===== src/rtl/fp_misc_unit.sv =====
module fp_misc_unit (
  input  logic        clk,
  input  logic        rst_n,
  input  logic        in_valid,
  input  logic [1:0]  op_sel,
  input  logic [2:0]  sub_op,
  input  logic [1:0]  fmt,
  input  logic [63:0] opnd_a,
  input  logic [63:0] opnd_b,
  output logic [63:0] result,
  output logic [4:0]  flags,
  output logic        out_valid
);
  localparam logic [1:0] OP_SGNJ = 2'b00;
  localparam logic [1:0] OP_CMP  = 2'b01;
  localparam logic [1:0] OP_MM   = 2'b10;
  localparam logic [63:0] CANON_D = 64'h7FF8_0000_0000_0000;
  localparam logic [63:0] CANON_S = 64'h0000_0000_7FC0_0000;

  logic dbl;
  assign dbl = (fmt == 2'b01);

  logic        a_sign, b_sign, a_nan, b_nan, a_snan, b_snan;
  logic [62:0] a_mag, b_mag;
  logic [63:0] a_val, b_val, canon;

  assign a_sign = dbl ? opnd_a[63] : opnd_a[31];
  assign b_sign = dbl ? opnd_b[63] : opnd_b[31];
  assign a_mag  = dbl ? opnd_a[62:0] : {32'd0, opnd_a[30:0]};
  assign b_mag  = dbl ? opnd_b[62:0] : {32'd0, opnd_b[30:0]};
  assign a_val  = dbl ? opnd_a : {32'd0, opnd_a[31:0]};
  assign b_val  = dbl ? opnd_b : {32'd0, opnd_b[31:0]};
  assign canon  = dbl ? CANON_D : CANON_S;

  assign a_nan  = dbl ? (&opnd_a[62:52] && |opnd_a[51:0]) : (&opnd_a[30:23] && |opnd_a[22:0]);
  assign b_nan  = dbl ? (&opnd_b[62:52] && |opnd_b[51:0]) : (&opnd_b[30:23] && |opnd_b[22:0]);
  assign a_snan = a_nan && !(dbl ? opnd_a[51] : opnd_a[22]);
  assign b_snan = b_nan && !(dbl ? opnd_b[51] : opnd_b[22]);

  logic any_nan, any_snan, both_zero, mag_lt, mag_eq;
  assign any_nan   = a_nan | b_nan;
  assign any_snan  = a_snan | b_snan;
  assign both_zero = (a_mag == 63'd0) && (b_mag == 63'd0);
  assign mag_lt    = a_mag < b_mag;
  assign mag_eq    = a_mag == b_mag;

  logic a_lt_b, b_lt_a, num_eq, num_lt;
  assign a_lt_b = (a_sign != b_sign) ? a_sign : (a_sign ? !(mag_lt || mag_eq) : mag_lt);
  assign b_lt_a = (a_sign != b_sign) ? b_sign : (b_sign ? mag_lt : !(mag_lt || mag_eq));
  assign num_eq = both_zero || ((a_sign == b_sign) && mag_eq);
  assign num_lt = !both_zero && a_lt_b;

  logic new_sign;
  always_comb begin
    case (sub_op)
      3'b000:  new_sign = b_sign;
      3'b001:  new_sign = !b_sign;
      default: new_sign = a_sign ^ b_sign;
    endcase
  end

  logic [63:0] nxt_res;
  logic        nxt_nv;
  always_comb begin
    nxt_res = 64'd0;
    nxt_nv  = 1'b0;
    case (op_sel)
      OP_SGNJ: if (sub_op <= 3'b010)
        nxt_res = dbl ? {new_sign, opnd_a[62:0]} : {32'd0, new_sign, opnd_a[30:0]};
      OP_CMP: begin
        case (sub_op)
          3'b000: begin nxt_res[0] = !any_nan && num_eq;            nxt_nv = any_snan; end
          3'b001: begin nxt_res[0] = !any_nan && num_lt;            nxt_nv = any_nan;  end
          3'b010: begin nxt_res[0] = !any_nan && (num_lt || num_eq); nxt_nv = any_nan;  end
          default: ;
        endcase
      end
      OP_MM: if (sub_op <= 3'b001) begin
        nxt_nv = any_snan;
        if (a_nan && b_nan)  nxt_res = canon;
        else if (a_nan)      nxt_res = b_val;
        else if (b_nan)      nxt_res = a_val;
        else if (sub_op[0])  nxt_res = a_lt_b ? b_val : a_val;
        else                 nxt_res = b_lt_a ? b_val : a_val;
      end
      default: ;
    endcase
  end

  always_ff @(posedge clk) begin
    if (!rst_n) begin
      result    <= 64'd0;
      flags     <= 5'd0;
      out_valid <= 1'b0;
    end else begin
      out_valid <= in_valid;
      if (in_valid) begin
        result <= nxt_res;
        flags  <= {nxt_nv, 4'b0000};
      end
    end
  end
endmodule


===== config.mk =====
export PLATFORM = sky130hd
export DESIGN_NAME = fp_misc_unit
export DESIGN_NICKNAME = d
export VERILOG_FILES = /design/src/rtl/fp_misc_unit.sv
export SDC_FILE = /design/constraint.sdc
export NUM_CORES = 1
export LEC_CHECK = 0
export BUFFER_PORTS_ARGS = -buffer_cell sky130_fd_sc_hd__buf_2
export CAP_MARGIN = 10
export CORE_MARGIN = 4
export CORE_UTILIZATION = 48
export CTS_CLUSTER_SIZE = 10
export DETAILED_ROUTE_END_ITERATION = 8
export PLACE_DENSITY_LB_ADDON = 0.05
export REMOVE_ABC_BUFFERS = 1
export SETUP_SLACK_MARGIN = 0.02
export SYNTH_ARGS = -nofsm -noshare
export SYNTH_HDL_FRONTEND = slang
export SYNTH_SLANG_ARGS = --single-unit

===== constraint.sdc =====
create_clock -name clk -period 5.1 [get_ports clk]
set_input_delay 1.02 -clock clk [delete_from_list [all_inputs] [get_ports clk]]
set_output_delay 1.02 -clock clk [all_outputs]
set_load 0.02 [all_outputs]

==> results.txt, run 1 <==
Root Buffer: clkbuf_16
Clk Latency, worst-skew pair: 0.34 ns
setup tns final: 0 ns
per-cell routed wire length: 18.6 um
top cells by count, synth: 100 x nand2_1, 91 x o21ai_0, 66 x dfxtp_1, 65 x ha_1, 55 x a21oi_1
CP Capture Type: flop
clk slew on worst S/H paths: 0.06 ns
crit start category: primary input
Hold Buf Count CTS: 0
Iter 0 DRT Violations: 726
gr usage total: 0.289
top-count cell post-synth: nand2_1
sequential area share after synthesis: 0.199
# setup viols final: 0
Area growth syn-to-layout: 21.3%
clk_skew: 0 ns
die span in y: 126 um
Mapped Cells: 920
CP max stage cell: or4_4
ANT cells: 0
clock buffer depth: 2
leading area contributor after synthesis: dfxtp_1
final WL: 23.7 mm
total power: 1.70 mW
initial antenna violation count: 0
Most used DFF post-synth: dfxtp_1
register bit total from synthesis: 66
GP Congestion: 0.937
post-cts sizing count: 0
nets: 1294
min Tclk post-route: 4.44 ns
worst slew pin tran: 0.920 ns
mapped cell area: 6650 sq um
First-pass DRT Iterations: 5
worst-path fanout max: 72
grt ovf: 0
Max-slew headroom: 0.385
most used cell, CP: nand2_1
die width: 126 um
first-pass GRT wire length: 37.8 mm
final worst path period share: 0.871
layout cells sized above 1: 0.236
synth unique cells: 74
Initial Util: 0.496
Core ar.: 13400 sq um
DRT antenna net count: 0
worst hold stages: 2
Avg Cell Area, Syn: 7.23 sq um
IO Port Bufs: 203
PnR worst setup slack: 0.657 ns
largest net degree at the start of global routing: 86
CTS H-tree lvls: 3
EDFF count, synth: 0
WP buf/inv: 3
Sink Count: 66
CTS tree: yes
ys async rst share: 0
Critical Path Stages: 15
endpoints failing hold: 0
Synthesis Warnings: 0
final slew viol count: 0
delay-heaviest family, CP: simple AND/OR/NAND/NOR gates
RSZ-0062 raised after global routing: no
vias per inst: 6.16
Max Fclk: 225 MHz
cts bufs inserted: 9
die area: 15800 sq um
Max-cap violations: 0
crit-path cells: buf_2 -> nor2b_4 -> buf_12 -> nand2_1 -> ha_1 -> nand4_1 -> or4_4 -> nor4_2 -> o21ai_0 -> nand4_2 -> nand2_1 -> a21oi_4 -> buf_4 -> nor4b_1 -> a211o_1
DP HPWL: 17.5 mm
# DRC: 0
Synth area leaders: dfxtp_1 20%, ha_1 12%, o21ai_0 6.8%
Max IR drop VDD: 0.000179 V
post-synth top area share: 0.199
Place WS: 0.340 ns
Worst EP arrival: 4.68 ns
utilization after layout: 0.602
row cnt: 42
io pins: 208
Pwr per Cell Area: 210 nW/um^2
Max stage delay on crit path: 0.57 ns
outcome: completed
Critical Path RT: 5.34 ns
Crit Path Class: primary input to flop
R2R depth: 4
LEAKAGE: 3.46 nW
worst hold path class: flop to flop
Post-CTS Setup Bufs: 0
Layout fillers: 1320
vias in the first global route: 7298
via count: 7825
-- tightest hold or removal path: cells and delay by family, from the launching register on --
| family | cells | cell delay [ns] |
|---|---|---|
| DFF | 1 | 0.31 |
| and+or+nand+nor | 2 | 0.12 |
-- final timing paths --
path | endpoint | slack, ns | start
setup / recovery | result[34] | 0.66 | fmt[0]
hold reg to reg | result[56] | 0.46 | result[56]
setup reg to reg | result[51] | 4.13 | result[51]
hold / removal | result[56] | 0.46 | result[56]
-- logic make-up (layout without fill, tap and decap cells) --
logic type                 count (synthesis)  count (layout)  synth area share
DFF                                       66              66             0.199
muxes                                      5               5           0.00752
adders and majority gates                 65              65             0.122
buffers and inverters                    112             284            0.0709
and+or+nand+nor                          357             357             0.289
AOI/OAI and AO/OA                        307             307             0.302
other                                      1               4          0.000564
xor gates and xnor gates                   7               7           0.00922
-- state kept, by name, indices dropped and copies added (netlist names) --
| register | flops |
|---|---|
| out_valid | 1 |
| flags | 1 |
| result | 64 |
-- report_power, final --
group / internal, mW / total [mW] / switching (mW)
clock network: 0.388 / 0.622 / 0.235
registers: 0.537 / 0.547 / 0.00959
logic: 0.186 / 0.528 / 0.343
-- per-layer routing --
metal  wire length (um)  vias up  GRT usage  share of wire
met5                  0        -          0              0
met4                310        0     0.0733          0.013
met3               1850       21     0.0593          0.078
met2              10900      328      0.456           0.46
met1              10700     3663      0.404           0.45
li1                   -     3813          -              -
-- final cells by class --
cell class | count | area (sq um) | share of cell area
Clock inverter | 3 | 40.0 | 0.00496
Clock buffer | 12 | 246 | 0.0306
Inverter | 45 | 169 | 0.0209
Tap cell | 176 | 220 | 0.0273
Multi-Input combinational cell | 745 | 4880 | 0.605
Sequential cell | 66 | 1320 | 0.164
Timing Repair Buffer | 224 | 1190 | 0.147
-- placed cells by master (no fill, tap or decap), types with 10 or more instances in the layout --
cell	count
a2bb2oi_1	15
nand4_1	35
nor4b_1	18
a211oi_1	19
ha_1	65
o31ai_1	21
o211ai_1	20
nor2_1	35
nor4_1	31
or3_1	21
buf_4	20
and2_1	48
dfxtp_1	66
buf_2	203
nor3_1	12
a32oi_1	10
o21ai_0	91
a31oi_1	31
nand3_1	31
inv_1	45
a21oi_1	55
nand2_1	100
-- per-stage QoR --
stage	instance area, sq um	std cells	hold slack (ns)
floorplan	6360	856	0.549
global placement	7780	1256	0.444
detailed placement	7780	1256	0.448
CTS	8070	1271	0.462
global route	8070	1271	0.481
finish	8070	1271	0.458
Note: power is estimated with default switching activity, not from simulation.
==> inputs of run 2 (changes only) <==
--- a/config.mk
+++ b/config.mk
@@ -5,12 +5,14 @@
 export SDC_FILE = /design/constraint.sdc
 export NUM_CORES = 1
 export LEC_CHECK = 0
+export ABC_AREA = 1
 export BUFFER_PORTS_ARGS = -buffer_cell sky130_fd_sc_hd__buf_2
 export CAP_MARGIN = 10
 export CORE_MARGIN = 4
-export CORE_UTILIZATION = 48
+export CORE_UTILIZATION = 50
 export CTS_CLUSTER_SIZE = 10
 export DETAILED_ROUTE_END_ITERATION = 8
+export HOLD_SLACK_MARGIN = 0.06
 export PLACE_DENSITY_LB_ADDON = 0.05
 export REMOVE_ABC_BUFFERS = 1
 export SETUP_SLACK_MARGIN = 0.02
==> results.txt, run 2 <==
final worst path period share: 0.887
CP Capture Type: flop
die span in y: 143 um
Area growth syn-to-layout: 15.0%
Max stage delay on crit path: 0.40 ns
nets: 1970
first-pass GRT wire length: 54.6 mm
Max Fclk: 221 MHz
Synthesis Warnings: 0
sequential area share after synthesis: 0.145
CTS H-tree lvls: 3
Max-slew headroom: 0.246
top-count cell post-synth: nand2_1
layout cells sized above 1: 0.148
Place WS: 0.311 ns
Layout fillers: 1943
die width: 143 um
post-placement cell count: 1985
mapped cell area: 9100 sq um
cts bufs inserted: 9
vias per inst: 5.91
final WL: 34.2 mm
max FFs per register: 64
per-cell routed wire length: 17.0 um
Iter 0 DRT Violations: 1274
commonest non-fill, non-tap cell in the layout: nand2_1
worst hold path class: flop to flop
Max IR drop VDD: 0.000168 V
crit start category: primary input
row cnt: 49
LEAKAGE: 5.46 nW
Root Buffer: clkbuf_16
synth unique cells: 37
Clk Latency, worst-skew pair: 0.35 ns
register bit total from synthesis: 66
CP max stage cell: nand2_4
Mapped Cells: 1641
most frequent cells in the layout: 373 x nand2_1, 261 x a21oi_1, 202 x buf_2, 171 x inv_1, 168 x nand3_1
register area: 1320 sq um
Sink Count: 66
Hold Buf Count CTS: 0
PnR worst setup slack: 0.577 ns
gr usage total: 0.325
setup tns final: 0 ns
IO Port Bufs: 203
Crit Path Class: primary input to flop
min Tclk post-route: 4.52 ns
largest net degree at the start of global routing: 101
RSZ-0062 raised after global routing: no
initial antenna violation count: 1
io pins: 208
most used cell, CP: nand2_1
die area: 20400 sq um
GP Congestion: 0.938
outcome: completed
Worst EP arrival: 4.81 ns
# setup viols final: 0
dpl cell area: 10100 sq um
clock buffer depth: 2
Biggest register: result
final slew viol count: 0
Max-cap violations: 0
clk slew on worst S/H paths: 0.07 ns
Initial Util: 0.508
worst-path fanout max: 45
DRT antenna net count: 0
worst slew pin tran: 1.13 ns
Top Registers: result: 64 flops, flags: 1 flops, out_valid: 1 flops
Synth area leaders: nand2_1 15%, dfxtp_1 15%, a21oi_1 14%
clk_skew: 0 ns
DP HPWL: 23.5 mm
# DRC: 0
Avg Cell Area, Syn: 5.54 sq um
EDFF count, synth: 0
vias in the first global route: 10700
leading area contributor after synthesis: nand2_1
final non-filler cell total: 2004
CTS tree: yes
via count: 11800
utilization after layout: 0.585
area of the multi-input gates: 6610 sq um
grt ovf: 0
endpoints failing hold: 0
First-pass DRT Iterations: 6
post-synth top area share: 0.154
Post-CTS Setup Bufs: 0
ys async rst share: 0
Pwr per Cell Area: 213 nW/um^2
top cells by count, synth: 374 x nand2_1, 261 x a21oi_1, 172 x inv_1, 168 x nand3_1, 147 x o21ai_0
Critical Path RT: 5.38 ns
Core ar.: 17900 sq um
post-cts sizing count: 0
Finished Cell Area: 10500 sq um
Most used DFF post-synth: dfxtp_1
-- run 2: final cells by class --
cell class	count	area share
clock buffers	10	0.0228
well taps	229	0.0274
diodes	3	0.000717
flip-flops and latches	66	0.126
inverters	175	0.0628
clock inverters	6	0.0108
repair buffers	228	0.118
multi-input cells	1287	0.632
-- run 2: path summary, 6_finish.rpt --
kind / slack [ns] / to / cells after the start / start
worst max-delay path: 0.58 / result[51] / 25 / fmt[1]
worst min register to register: 0.50 / result[0] / 2 / result[0]
worst max register to register: 4.40 / result[51] / 2 / result[51]
worst min-delay path: 0.50 / result[0] / 2 / result[0]
-- run 2: per-layer routing --
metal | vias to the layer above | global-route usage | share of wire
met1 | 5295 | 0.434 | 0.42
met3 | 73 | 0.0573 | 0.10
li1 | 5825 | - | -
met2 | 639 | 0.524 | 0.45
met4 | 2 | 0.120 | 0.029
met5 | - | 0 | 0.00032
-- run 2: logic make-up after synthesis --
family                     Yosys count  share of synthesized area
AOI/OAI and AO/OA                  474                      0.275
DFF                                 66                      0.145
buffers and inverters              291                      0.131
adders and majority gates           65                     0.0894
xor gates and xnor gates             2                    0.00193
other                                1                   0.000412
and+or+nand+nor                    742                      0.357
-- run 2: power by group --
| part | total (mW) | internal, mW | switching (mW) |
|---|---|---|---|
| sequential | 0.556 | 0.544 | 0.0121 |
| clock | 0.774 | 0.494 | 0.280 |
| combinational | 0.898 | 0.294 | 0.603 |
| total | 2.23 | 1.33 | 0.896 |
-- run 2: metrics by stage --
step / total power, mW / hold WS (ns)
floorplan: 1.12 / 0.537
global placement: 1.43 / 0.485
detailed placement: 1.45 / 0.493
CTS: 2.22 / 0.502
global route: 2.37 / 0.519
finish: 2.23 / 0.502
-- run 2: worst max-delay path: cells and delay by family --
family                   cells  cell delay, ns
AND/OR/NAND/NOR             18            2.53
buffers and inverters        5            0.79
adder cells (fa/ha/maj)      1            0.30
AO/OA/AOI/OAI                1            0.14
